--- src/rtl/pwm_pkg.sv ---
// Shared types for the dual-reload PWM timer.
// Assumes: phase encoding doubles as the output level (low phase drives 0).
package pwm_pkg;
    typedef enum logic {
        PH_LOW  = 1'b0,
        PH_HIGH = 1'b1
    } phase_e;
endpackage

--- src/rtl/pwm_prescaler.sv ---
// Count-enable generator: emits one tick every div+1 clocks while run is high.
// Assumes: run low clears the divider so a restart begins a full tick interval.
module pwm_prescaler #(
    parameter int DIV_W = 8
) (
    input  logic             clk,
    input  logic             rst_n,
    input  logic             run,
    input  logic [DIV_W-1:0] div,
    output logic             tick
);
    localparam logic [DIV_W-1:0] ONE = DIV_W'(1);

    logic [DIV_W-1:0] pre_cnt;

    // Divider counter: wraps at div, held at zero while stopped.
    always_ff @(posedge clk) begin
        if (!rst_n) begin
            pre_cnt <= '0;
        end else if (!run || pre_cnt == div) begin
            pre_cnt <= '0;
        end else begin
            pre_cnt <= pre_cnt + ONE;
        end
    end

    // Tick when the divider reaches its terminal value.
    always_comb begin
        tick = run && (pre_cnt == div);
    end
endmodule

--- src/rtl/pwm_reload_bank.sv ---
// Reload storage: reload 1 buffer, pending pair, active pair.
// A reload 0 write forms a pending pair with the buffered reload 1 value;
// apply moves a pending pair into the active pair. A write in the same
// clock as apply stays pending for the following apply.
// Assumes: both strobes in one clock commit the older buffer contents.
module pwm_reload_bank #(
    parameter int W = 16
) (
    input  logic         clk,
    input  logic         rst_n,
    input  logic         wr_r0,
    input  logic         wr_r1,
    input  logic [W-1:0] wr_data,
    input  logic         apply,
    output logic [W-1:0] next_r0,
    output logic [W-1:0] act_r1
);
    logic [W-1:0] buf_r1;
    logic [W-1:0] pend_r0;
    logic [W-1:0] pend_r1;
    logic         pend_vld;
    logic [W-1:0] act_r0;

    // Holding buffer for reload 1 writes.
    always_ff @(posedge clk) begin
        if (!rst_n) begin
            buf_r1 <= '0;
        end else if (wr_r1) begin
            buf_r1 <= wr_data;
        end
    end

    // Pending pair: captured on reload 0 write, consumed on apply.
    always_ff @(posedge clk) begin
        if (!rst_n) begin
            pend_r0  <= '0;
            pend_r1  <= '0;
            pend_vld <= 1'b0;
        end else if (wr_r0) begin
            pend_r0  <= wr_data;
            pend_r1  <= buf_r1;
            pend_vld <= 1'b1;
        end else if (apply) begin
            pend_vld <= 1'b0;
        end
    end

    // Active pair: updated only at period start.
    always_ff @(posedge clk) begin
        if (!rst_n) begin
            act_r0 <= '0;
            act_r1 <= '0;
        end else if (apply && pend_vld) begin
            act_r0 <= pend_r0;
            act_r1 <= pend_r1;
        end
    end

    // Reload 0 value that a period start loads this cycle.
    always_comb begin
        next_r0 = pend_vld ? pend_r0 : act_r0;
    end
endmodule

--- src/rtl/pwm_phase_counter.sv ---
// Down counter with alternating reload and phase (output) flip-flop.
// Underflow = tick while count is zero; it toggles the phase, pulses irq
// and reloads from the opposite reload value.
// Assumes: start and tick never coincide (tick needs a running timer).
module pwm_phase_counter
    import pwm_pkg::*;
#(
    parameter int W = 16
) (
    input  logic         clk,
    input  logic         rst_n,
    input  logic         start,
    input  logic         tick,
    input  logic [W-1:0] next_r0,
    input  logic [W-1:0] act_r1,
    output logic [W-1:0] count,
    output logic         pwm,
    output logic         irq,
    output logic         boundary
);
    localparam logic [W-1:0] ONE = W'(1);

    phase_e phase;
    logic   underflow;

    // Underflow and period-boundary detection.
    always_comb begin
        underflow = tick && (count == '0);
        boundary  = underflow && (phase == PH_HIGH);
        pwm       = (phase == PH_HIGH);
    end

    // Counter, phase and interrupt strobe registers.
    always_ff @(posedge clk) begin
        if (!rst_n) begin
            count <= '0;
            phase <= PH_LOW;
            irq   <= 1'b0;
        end else begin
            irq <= underflow;
            if (start) begin
                count <= next_r0;
                phase <= PH_LOW;
            end else if (underflow) begin
                if (phase == PH_LOW) begin
                    count <= act_r1;
                    phase <= PH_HIGH;
                end else begin
                    count <= next_r0;
                    phase <= PH_LOW;
                end
            end else if (tick) begin
                count <= count - ONE;
            end
        end
    end
endmodule

--- src/rtl/dual_reload_pwm.sv ---
// Top of the dual-reload PWM timer: run tracking, prescaler, reload bank
// and phase counter.
// Assumes: enable is synchronous to clk; writes are single-cycle strobes.
module dual_reload_pwm #(
    parameter int CNT_W = 16,
    parameter int DIV_W = 8
) (
    input  logic             clk,
    input  logic             rst_n,
    input  logic             enable,
    input  logic [DIV_W-1:0] prescale_div,
    input  logic             wr_rld0,
    input  logic             wr_rld1,
    input  logic [CNT_W-1:0] wr_data,
    output logic             pwm_out,
    output logic             irq,
    output logic [CNT_W-1:0] count
);
    logic             run_q;
    logic             start;
    logic             run;
    logic             tick;
    logic             boundary;
    logic             apply;
    logic [CNT_W-1:0] next_r0;
    logic [CNT_W-1:0] act_r1;

    // Remembers whether the timer ran last cycle, to find restarts.
    always_ff @(posedge clk) begin
        if (!rst_n) begin
            run_q <= 1'b0;
        end else begin
            run_q <= enable;
        end
    end

    // Start on an enable rise; pair transfer at start or period boundary.
    always_comb begin
        start = enable && !run_q;
        run   = enable && run_q;
        apply = start || boundary;
    end

    pwm_prescaler #(.DIV_W(DIV_W)) u_pre (
        .clk   (clk),
        .rst_n (rst_n),
        .run   (run),
        .div   (prescale_div),
        .tick  (tick)
    );

    pwm_reload_bank #(.W(CNT_W)) u_bank (
        .clk     (clk),
        .rst_n   (rst_n),
        .wr_r0   (wr_rld0),
        .wr_r1   (wr_rld1),
        .wr_data (wr_data),
        .apply   (apply),
        .next_r0 (next_r0),
        .act_r1  (act_r1)
    );

    pwm_phase_counter #(.W(CNT_W)) u_cnt (
        .clk      (clk),
        .rst_n    (rst_n),
        .start    (start),
        .tick     (tick),
        .next_r0  (next_r0),
        .act_r1   (act_r1),
        .count    (count),
        .pwm      (pwm_out),
        .irq      (irq),
        .boundary (boundary)
    );
endmodule

--- config.mk ---
export PLATFORM = sky130hd
export DESIGN_NAME = dual_reload_pwm
export DESIGN_NICKNAME = d
export VERILOG_FILES = /design/src/rtl/pwm_pkg.sv /design/src/rtl/pwm_prescaler.sv /design/src/rtl/pwm_reload_bank.sv /design/src/rtl/pwm_phase_counter.sv /design/src/rtl/dual_reload_pwm.sv
export SDC_FILE = /design/constraint.sdc
export NUM_CORES = 1
export LEC_CHECK = 0
export BUFFER_PORTS_ARGS = -buffer_cell sky130_fd_sc_hd__buf_2
export CAP_MARGIN = 5
export CORE_UTILIZATION = 30
export DETAILED_ROUTE_END_ITERATION = 12
export GPL_TIMING_DRIVEN = 0
export MAX_ROUTING_LAYER = met4
export SLEW_MARGIN = 30
export SYNTH_ARGS = -nofsm -noshare
export SYNTH_HDL_FRONTEND = slang
export SYNTH_SLANG_ARGS = --single-unit
--- constraint.sdc ---
create_clock -name clk -period 3.35 [get_ports clk]
set_input_delay 0.67 -clock clk [delete_from_list [all_inputs] [get_ports clk]]
set_output_delay 0.67 -clock clk [all_outputs]
set_load 0.02 [all_outputs]
* Word-level counts from Yosys, hierarchy flattened
Index checks and enable logic that the tools add are counted.
Word-level totals: flip-flop bits (word level) 108, input bits 29, logic and storage cells 38
Cells by class: $add $sub $neg 2, equal/unequal tests 1, muxes and demuxes 8, bitwise gates (word level) 1, reduce and logical (&&, ||, !) cells 15
Operator list (number):
- 16-bit 2-to-1 mux | 5
- 16-bit logical NOT | 1
- 16-bit by 1-bit subtractor with 16-bit output, second input constant | 1
- 8-bit by 1-bit adder with 8-bit output, second input constant | 1
- 8-bit == test | 1
- 1-bit logical AND | 6
- 2-bit OR reduction | 2
- 1-bit 2-to-1 mux | 3
- 3-bit nonzero test | 1
- 1-bit logical NOT | 2
- 1-bit logical OR | 2
- 2-bit nonzero test | 1
- 1-bit NOT | 1

* Depth between registers and ports, before layout
Gate-level depths: netlist of the first run.
depth after elaboration 7, mapped depth 8

* Cells and area by module
Synthesis of the first run repeated with hierarchy kept, for this count alone.
Unflattened totals: cells, all modules 546, area, all modules 5332.6 um2
Modules (own cells, without submodules):
- pwm_reload_bank | times used 1, cells each 322, area each 3473.3 um2
- pwm_phase_counter | times used 1, cells each 173, area each 1333.8 um2
- pwm_prescaler | times used 1, cells each 46, area each 470.5 um2
- dual_reload_pwm | times used 1, cells each 5, area each 55.1 um2

* Least setup slack after synthesis of the first run
No wires, ideal clock.
path kind input port to flip-flop, start input enable, end register u_cnt.count[0], setup time 0.081 ns, arrival 2.347 ns, data required time 3.269 ns, slack 0.923 ns, stages on the path 7, path buffers 2, cell sequence clkbuf_1 and2_1 nor4b_1 and2_1 buf_2 nand3_1 a41oi_1
Between the ends: word-level cells in the longest chain between the ends 5
RTL lines:
- start, declared | RTL line dual_reload_pwm.sv:10 | input logic enable,
- 1-bit logical AND | RTL line dual_reload_pwm.sv:40 | run = enable && run_q;
- 1-bit logical AND | RTL line pwm_prescaler.sv:29 | tick = run && (pre_cnt == div);
- 1-bit logical AND | RTL line pwm_phase_counter.sv:28 | underflow = tick && (count == '0);
- 16-bit 2-to-1 mux | RTL line pwm_phase_counter.sv:44 | end else if (underflow) begin
- 16-bit 2-to-1 mux | RTL line pwm_phase_counter.sv:41 | if (start) begin
- end signal, assigned | RTL line pwm_phase_counter.sv:42 | count <= next_r0;
- end signal, assigned | RTL line pwm_phase_counter.sv:46 | count <= act_r1;
- end signal, assigned | RTL line pwm_phase_counter.sv:49 | count <= next_r0;
- end, declared | RTL line pwm_phase_counter.sv:16 | output logic [W-1:0] count,
Several ways; a longest one is shown, not always the timed one. A chain may end at the register's enable or synchronous reset.

* Final worst setup path of the first run
start register u_cnt.count[7], end register u_cnt.count[5]
Between the ends: word-level cells in the longest chain between the ends 4
RTL lines (RTL line):
- 16-bit logical NOT * | pwm_phase_counter.sv:28
- 1-bit logical AND * | pwm_phase_counter.sv:28
- 16-bit 2-to-1 mux | pwm_phase_counter.sv:44
- 16-bit 2-to-1 mux | pwm_phase_counter.sv:41
Every way passes the cells marked *; elsewhere a longest branch is shown, timed or not.

==> flow_summary.yaml, run 1 <==
status:
  status: "completed"
critical_path:
  path_max_fanout: 10
  startpoint_type: "register"
  cpPeakStageDelay_ns: 0.60
  critPathKind: "reg -> reg"
  cp_common_cell: "or4_4"
  cp.arrival_ns: 2.83
  worstPathCellList: "or4_4 -> or4_4 -> buf_6 -> nor2_1 -> buf_4 -> nand3_1 -> a21oi_1 -> o221ai_1"
  cp_slowest_cell: "or4_4"
  end_kind: "register"
  required_ns: 3.56
sta:
  hold_viol_final: 0
  rsz0062_at_grt: "no"
  fmax_mhz: 382
  period_minus_slack_ns: 2.62
  worst_clock_skew_ns: 0.00497
  setup_violations: 0
  max-slew-margin-rel: 0.428
  timing.setup.tns_ns: 0
  drv_slew: 0
  period_share: 0.781
  worstMarginPinSlew_ns: 0.858
final_layout:
  n_antenna_cell: 0
  syn2layout_area_growth_pct: 16.2
  layout_common_cells: "dfxtp_1, nor2_1, mux2i_1, buf_2, clkbuf_1"
  final_common_cell: "dfxtp_1"
  drive_gt1_frac: 0.151
  post-route-util: 0.363
  n_fill_cell: 1564
  final_cells: 774
  nets: 591
  multi_input_area_sq_um: 2480
  seqCellArea_sq_um: 2160
synth:
  ys_types: 54
  syn_area_sq_um: 4820
  ys_seq_area_frac: 0.448
  syn_inst: 505
  async_reset_ff_frac: 0
  synth_flop_cell: "dfxtp_1"
  syn-num-nets: 537
  syn_avg_cell_area_sq_um: 9.55
  yosys_warnings: 0
  synth-seq-cells: 108
  synth_edf_count: 0
clock_network:
  path_clk_slew_ns: 0.07
  clk_latency_ns: 0.35
  cts.path.max_buffers: 2
  ctsHoldBuffers: 0
  cts-buffers-inserted: 9
  cts-root-buf: "clkbuf_16"
  cts.sinks: 108
  cts_tree: "yes"
  cts_resized: 0
  htreeDepth: 3
  cts_setup_buffers: 0
job:
  drv_cap: 0
route:
  drt-total-wl_mm: 12.3
  num_vias: 3870
  wl_per_cell_microns: 15.9
  drt_iter0_drc: 277
  drc: 0
  first_pass_iters: 5
  via_per_inst: 5.00
  antenna_left: 0
grt:
  grt_overflow_total: 0
  grtUsageTotal: 0.160
  grt_first_pass_wirelength_mm: 19.8
  antenna_found_initial: 0
  grt_pass1_vias: 3806
  grt_start_max_net_pins: 18
hold_path:
  hold_class: "reg -> reg"
floorplanning:
  placementRows: 45
  die_w_microns: 129
  fp.coreArea_sq_um: 15400
  die_h_microns: 129
  start_util: 0.313
  io-pin-count: 47
  die-area_sq_um: 16600
power_and_ir_drop:
  power_density_nw_per_um2: 505
  p_leak_nw: 2.42
  irDropWorstVdd_v: 0.000246
placed_design:
  dpl.hpwl_mm: 9.32
  portBuffers: 42
  place_congestion: 0.880
  dp_cells: 759
[routing by layer]
| layer | track usage | wire [microns] | vias up |
|---|---|---|---|
| met2 | 0.245 | 5490 | 101 |
| met3 | 0.0391 | 586 | 16 |
| met4 | 0.0616 | 204 | 0 |
| li1 | - | - | 1891 |
| met5 | - | 0 | - |
| met1 | 0.204 | 6050 | 1862 |
[worst paths after layout]
path         cells past startpoint                     endpoint  slack, ns                         from
min                              1  u_pre.pre_cnt[0]$_SDFF_PP0_       0.49  u_pre.pre_cnt[0]$_SDFF_PP0_
max                              8  u_cnt.count[5]$_SDFFE_PN0P_       0.73  u_cnt.count[7]$_SDFFE_PN0P_
min reg2reg                      1  u_pre.pre_cnt[0]$_SDFF_PP0_       0.49  u_pre.pre_cnt[0]$_SDFF_PP0_
max reg2reg                      8  u_cnt.count[5]$_SDFFE_PN0P_       0.73  u_cnt.count[7]$_SDFFE_PN0P_
[metrics by stage]
stage               total power, mW  instance area, sq um  worst slack, ns  hold slack, ns
floorplan                      1.67                  4820            0.923           0.440
global placement               1.78                  5300           0.0621           0.456
detailed placement             1.79                  5310            0.306           0.483
CTS                            2.85                  5600            0.628           0.502
global route                   2.94                  5600            0.638           0.529
finish                         2.83                  5600            0.733           0.495
[power breakdown]
part           switching, mW  internal [mW]  leakage, nW
sequential            0.0513           1.34        0.882
combinational          0.221          0.156         1.40
clock                  0.484          0.580        0.139
[registers in the layout, summed over array words and instances, names as in the netlist]
name             flops
u_bank.act_r1       16
u_cnt.irq            1
u_cnt.pwm            1
u_cnt.count         16
u_pre.pre_cnt        8
run_q                1
u_bank.pend_r1      16
u_bank.pend_vld      1
u_bank.buf_r1       16
u_bank.pend_r0      16
u_bank.act_r0       16
[cells by family after synthesis]
logic type,Yosys count,synth area share
and+or+nand+nor,174,0.164
DFF,108,0.448
muxes,97,0.203
AOI/OAI and AO/OA,61,0.0952
buffers and inverters,39,0.0399
xor gates and xnor gates,23,0.0418
adders and majority gates,3,0.00778
[synth_stat cells (3+ instances only)]
cell,n,share of area
xnor2_1,15,0.027
xor2_1,8,0.015
nand3_1,19,0.020
buf_1,6,0.0047
a31oi_1,6,0.0078
a21oi_1,15,0.016
ha_1,3,0.0078
nor2_1,104,0.081
o21ai_0,9,0.0093
a41oi_1,3,0.0054
mux2i_1,90,0.19
nand2_1,16,0.012
mux2_2,7,0.016
o21a_1,4,0.0062
nor3_1,7,0.0073
inv_1,6,0.0047
clkbuf_1,19,0.015
or4_1,3,0.0047
dfxtp_1,108,0.45
o221ai_1,7,0.013
and2_1,3,0.0039
buf_6,5,0.012
[cell type report]
| type | instances | area share |
|---|---|---|
| buffer | 33 | 0.0304 |
| tap | 211 | 0.0471 |
| multi-input combinational | 358 | 0.443 |
| clock inverter | 5 | 0.0107 |
| inverter | 6 | 0.00402 |
| timing repair buffer | 43 | 0.0384 |
| sequential | 108 | 0.386 |
| clock buffer | 10 | 0.0409 |
[critical path, delay by kind of cell (launching register included)]
| kind | cells | cell delay, ns |
|---|---|---|
| and+or+nand+nor | 4 | 1.36 |
| buffers and inverters | 2 | 0.36 |
| DFF | 1 | 0.39 |
| AOI/OAI and AO/OA | 2 | 0.37 |
(Power assumes the default switching activity.)
==> inputs of run 2 (changes only) <==
==> constraint.sdc (replaced) <==
create_clock -name clk -period 2.5 [get_ports clk]
set_input_delay 0.5 -clock clk [delete_from_list [all_inputs] [get_ports clk]]
set_output_delay 0.5 -clock clk [all_outputs]
set_load 0.02 [all_outputs]
==> run 2 against run 1 <==
Maximum frequency is 5.7% higher. Register-to-register slack worse by 0.71 ns. Sequential power is 34% higher. Clock skew hardly changed. Hold slack worse by 0.092 ns. Combinational power grew 39%. Critical path depth unchanged. Clock power rose by 34%. Cell area is 1.4% higher. Die area is the same. Wire length rose by 2.2%.
==> flow_summary.yaml, run 2 (synthesized netlist as in run 1, its figures left out) <==
status:
  status: "completed"
hold_path:
  hold_depth: 3
  hold_class: "in -> reg"
  hold_start: "wr_data[15]"
final_layout:
  n_fill_cell: 1562
  n_antenna_cell: 0
  final_common_cell: "dfxtp_1"
  final_cells: 778
  layout_common_cells: "dfxtp_1, nor2_1, mux2i_1, buf_2, clkbuf_1"
  syn2layout_area_growth_pct: 17.8
  drive_gt1_frac: 0.173
  nets: 595
critical_path:
  cp.arrival_ns: 2.70
  path_max_fanout: 10
  critPathCapture: "u_bank.act_r0[6]$_SDFFE_PN0P_"
  end_kind: "register"
  reg2regPathDepth: 8
  rrSetupSlack_ns: 0.03
  cpPeakStageDelay_ns: 0.58
  required_ns: 2.73
  critPathKind: "reg -> reg"
  startpoint_type: "register"
  crit_start: "u_cnt.count[7]$_SDFFE_PN0P_"
  worstPathCellList: "or4_4 -> or4_4 -> buf_6 -> nor3_2 -> a32oi_2 -> buf_6 -> mux2i_1 -> nor2_1"
  cp_slowest_cell: "or4_4"
  r2r_start: "u_cnt.count[7]$_SDFFE_PN0P_"
  r2r-end: "u_bank.act_r0[6]$_SDFFE_PN0P_"
grt:
  grt_first_pass_wirelength_mm: 19.9
  antenna_found_initial: 0
  grt_pass1_vias: 3830
  grt_start_max_net_pins: 18
  grtUsageTotal: 0.161
  grt_overflow_total: 0
floorplanning:
  io-pin-count: 47
  die-area_sq_um: 16600
  start_util: 0.313
  fp.coreArea_sq_um: 15400
  die_w_microns: 129
  placementRows: 45
  die_h_microns: 129
route:
  drt-total-wl_mm: 12.6
  num_vias: 3925
  wl_per_cell_microns: 16.2
  drc: 0
  antenna_left: 0
  drt_iter0_drc: 288
  via_per_inst: 5.04
  first_pass_iters: 5
power_and_ir_drop:
  power_density_nw_per_um2: 671
  irDropWorstVdd_v: 0.000349
  p_leak_nw: 2.46
placed_design:
  portBuffers: 42
  place_congestion: 0.880
  dp_cells: 759
  dpl.hpwl_mm: 9.32
sta:
  drv_slew: 0
  period_minus_slack_ns: 2.47
  setup_violations: 0
  fmax_mhz: 404
  max-slew-margin-rel: 0.426
  worst_clock_skew_ns: 0.00531
  period_share: 0.990
  hold_viol_final: 0
  whs_ns: 0.403
  rsz0062_at_grt: "yes"
  worstMarginPinSlew_ns: 0.862
clock_network:
  path_clk_slew_ns: 0.07
  clk_latency_ns: 0.35
  cts_tree: "yes"
  htreeDepth: 3
  cts-buffers-inserted: 9
  cts.path.max_buffers: 2
  ctsHoldBuffers: 0
  cts.sinks: 108
  cts-root-buf: "clkbuf_16"
job:
  drv_cap: 0
run 2: worst min-delay path by stage:
stage / endpoint / slack, ns
after detailed placement: u_bank.act_r1[2]$_SDFFE_PN0P_ / 0.48
after floorplan: u_pre.pre_cnt[0]$_SDFF_PP0_ / 0.44
after global placement: u_pre.pre_cnt[0]$_SDFF_PP0_ / 0.46
after global routing: u_bank.pend_r0[1]$_SDFFE_PN0P_ / 0.40
after CTS: u_bank.pend_r0[7]$_SDFFE_PN0P_ / 0.39
final: u_bank.buf_r1[15]$_SDFFE_PN0P_ / 0.40
run 2: report_power, final:
group / switching, mW / total, mW / internal, mW / leakage (nW)
logic: 0.306 / 0.525 / 0.219 / 1.44
clock network: 0.645 / 1.42 / 0.778 / 0.139
registers: 0.0704 / 1.86 / 1.79 / 0.882
run 2: per-layer routing:
metal / GRT usage / wire (microns) / part of all wire
met5: - / 0 / 0
met1: 0.205 / 6040 / 0.48
met2: 0.245 / 5690 / 0.45
met4: 0.0616 / 174 / 0.014
met3: 0.0391 / 699 / 0.055
run 2: what timing repair did:
item | 4_1_cts | 5_1_grt
endpoints found under the setup margin | 23 | 43
pin swaps | 1 | 3
endpoints found under the hold margin | 0 | 0
resized for setup | 5 | 7
buffers inserted | 2 | 2
run 2: critical path, delay by kind of cell, from the launching register on:
family                 cells  cell delay [ns]
AND/OR/NAND/NOR            4             1.23
AO/OA/AOI/OAI              1             0.16
buffers and inverters      2             0.42
flip-flops                 1             0.37
multiplexers               1             0.17
run 2: layout make-up:
type                    count  area (sq um)  area share
repair buffers             47           245      0.0432
multi-input cells         358          2520       0.444
flip-flops and latches    108          2160       0.381
inverters                   6          22.5     0.00396
plain buffers              33           174      0.0306
well taps                 211           264      0.0465
clock inverters             5          60.1      0.0106
clock buffers              10           229      0.0403
run 2: metrics by stage:
step	area, sq um	utilization	TNS, ns	power (mW)	worst slack, ns
finish	5680	0.368	0	3.81	0.0253
global route	5680	0.368	-0.775	3.96	-0.0586
CTS	5630	0.365	0	3.82	0.0293
detailed placement	5310	0.344	-9.00	2.40	-0.374
floorplan	4820	-	0	2.24	0.110
global placement	5300	0.343	-9.48	2.38	-0.618
==> inputs of run 3 (changes only) <==
--- a/config.mk
+++ b/config.mk
@@ -7,7 +7,8 @@
 export LEC_CHECK = 0
 export BUFFER_PORTS_ARGS = -buffer_cell sky130_fd_sc_hd__buf_2
 export CAP_MARGIN = 5
-export CORE_UTILIZATION = 30
+export CORE_UTILIZATION = 35
+export CTS_CLUSTER_SIZE = 8
 export DETAILED_ROUTE_END_ITERATION = 12
 export GPL_TIMING_DRIVEN = 0
 export MAX_ROUTING_LAYER = met4
==> run 3 against run 2 <==
First-iteration DRC count decreased by 20%. Maximum frequency increased by 2.0%. Setup slack better by 0.049 ns. Largest cell class unchanged. Highest routed layer unchanged.
==> flow_summary.yaml, run 3 (synthesized netlist as in run 1, its figures left out) <==
status:
  status: "completed"
sta:
  rsz0062_at_grt: "no"
  timing.setup.tns_ns: 0
  drv_slew: 0
  worstMarginPinSlew_ns: 0.797
  hold_viol_final: 0
  period_minus_slack_ns: 2.43
  max-slew-margin-rel: 0.469
  setup_violations: 0
  whs_ns: 0.407
  worst_clock_skew_ns: 0.0121
  period_share: 0.970
  fmax_mhz: 412
  fin_ws_ns: 0.0742
clock_network:
  cts-buffers-inserted: 9
  cts.sinks: 108
  clk_latency_ns: 0.35
  path_clk_slew_ns: 0.08
  htreeDepth: 3
  ctsHoldBuffers: 0
  cts.path.max_buffers: 2
  cts_tree: "yes"
  cts-root-buf: "clkbuf_16"
grt:
  grtUsageMet2: 0.290
  grt_start_max_net_pins: 19
  grt_pass1_vias: 3749
  grt_overflow_total: 0
  antenna_found_initial: 0
  grtUsageMet3: 0.0393
  grtUsageTotal: 0.189
  top_usage_layer: "met2"
  grt_use_met1: 0.248
  grt_first_pass_wirelength_mm: 20.3
final_layout:
  syn2layout_area_growth_pct: 18.3
  layout_common_cells: "dfxtp_1, nor2_1, mux2i_1, buf_2"
  final_common_cell: "dfxtp_1"
  n_antenna_cell: 0
  drive_gt1_frac: 0.182
  nets: 599
floorplanning:
  start_util: 0.361
  fp.coreArea_sq_um: 13300
  die_w_microns: 119
  io-pin-count: 47
  die-area_sq_um: 14300
  die_h_microns: 119
  placementRows: 42
job:
  drv_cap: 0
route:
  via_per_inst: 5.24
  drt_iter0_drc: 229
  num_vias: 3922
  antenna_left: 0
  drc: 0
  first_pass_iters: 5
  drt-total-wl_mm: 12.7
  wl_per_cell_microns: 17.0
power_and_ir_drop:
  irDropWorstVdd_v: 0.000384
  power_density_nw_per_um2: 679
  p_leak_nw: 2.50
  power.total_mw: 3.88
critical_path:
  path_max_fanout: 6
  critPathKind: "reg -> reg"
  required_ns: 2.74
  startpoint_type: "register"
  end_kind: "register"
  cp.arrival_ns: 2.67
placed_design:
  place_ws_ns: -0.324
  dpl.hpwl_mm: 9.35
  portBuffers: 42
  place_congestion: 0.910
hold_path:
  hold_class: "in -> reg"
==> run 3: path summary, 6_finish.rpt <==
check	to	startpoint	slack, ns	cells past startpoint
max reg2reg	u_cnt.count[15]$_SDFFE_PN0P_	u_cnt.count[10]$_SDFFE_PN0P_	0.07	7
min	u_bank.buf_r1[3]$_SDFFE_PN0P_	wr_data[3]	0.41	3
min reg2reg	u_pre.pre_cnt[0]$_SDFF_PP0_	u_pre.pre_cnt[0]$_SDFF_PP0_	0.49	1
max	u_cnt.count[15]$_SDFFE_PN0P_	u_cnt.count[10]$_SDFFE_PN0P_	0.07	7
==> run 3: area by class of cell <==
| class | count | area [sq um] |
|---|---|---|
| clock buffers | 10 | 239 |
| repair buffers | 51 | 283 |
| inverters | 6 | 22.5 |
| clock inverters | 6 | 68.8 |
| multi-input cells | 358 | 2530 |
| fillers | 1311 | 7640 |
| flip-flops and latches | 108 | 2170 |
| well taps | 176 | 220 |
| plain buffers | 33 | 175 |
==> run 3: per-stage QoR <==
| stage | std cells | utilization | area, sq um |
|---|---|---|---|
| global route | 748 | 0.427 | 5710 |
| global placement | 723 | 0.394 | 5250 |
| detailed placement | 724 | 0.394 | 5270 |
| CTS | 742 | 0.419 | 5600 |
| floorplan | 505 | - | 4820 |
| finish | 748 | 0.427 | 5710 |
==> run 3: critical path, stage by stage (launching register included) <==
cell	delay [ns]
dfxtp_2	0.35
or4_4	0.56
or4_4	0.43
buf_6	0.16
nor3_1	0.26
or2_2	0.17
a221oi_2	0.05
a2111oi_2	0.33
==> run 3: timing repair <==
item                       in CTS  in global routing
gates resized for setup         3                 21
hold endpoints to repair        0                  0
pin swaps                       1                  5
gates cloned                    0                  3
setup endpoints to repair      17                 43
setup buffers                   2                  3
==> run 3: per-layer routing <==
metal,vias up,routed length [microns]
met4,0,199
met5,-,0
met3,15,645
li1,1895,-
met2,126,5770
met1,1886,6130
==> run 3: power breakdown <==
| part | internal (mW) | switching [mW] |
|---|---|---|
| clock | 0.814 | 0.663 |
| sequential | 1.79 | 0.0699 |
| combinational | 0.227 | 0.312 |
| total | 2.83 | 1.05 |
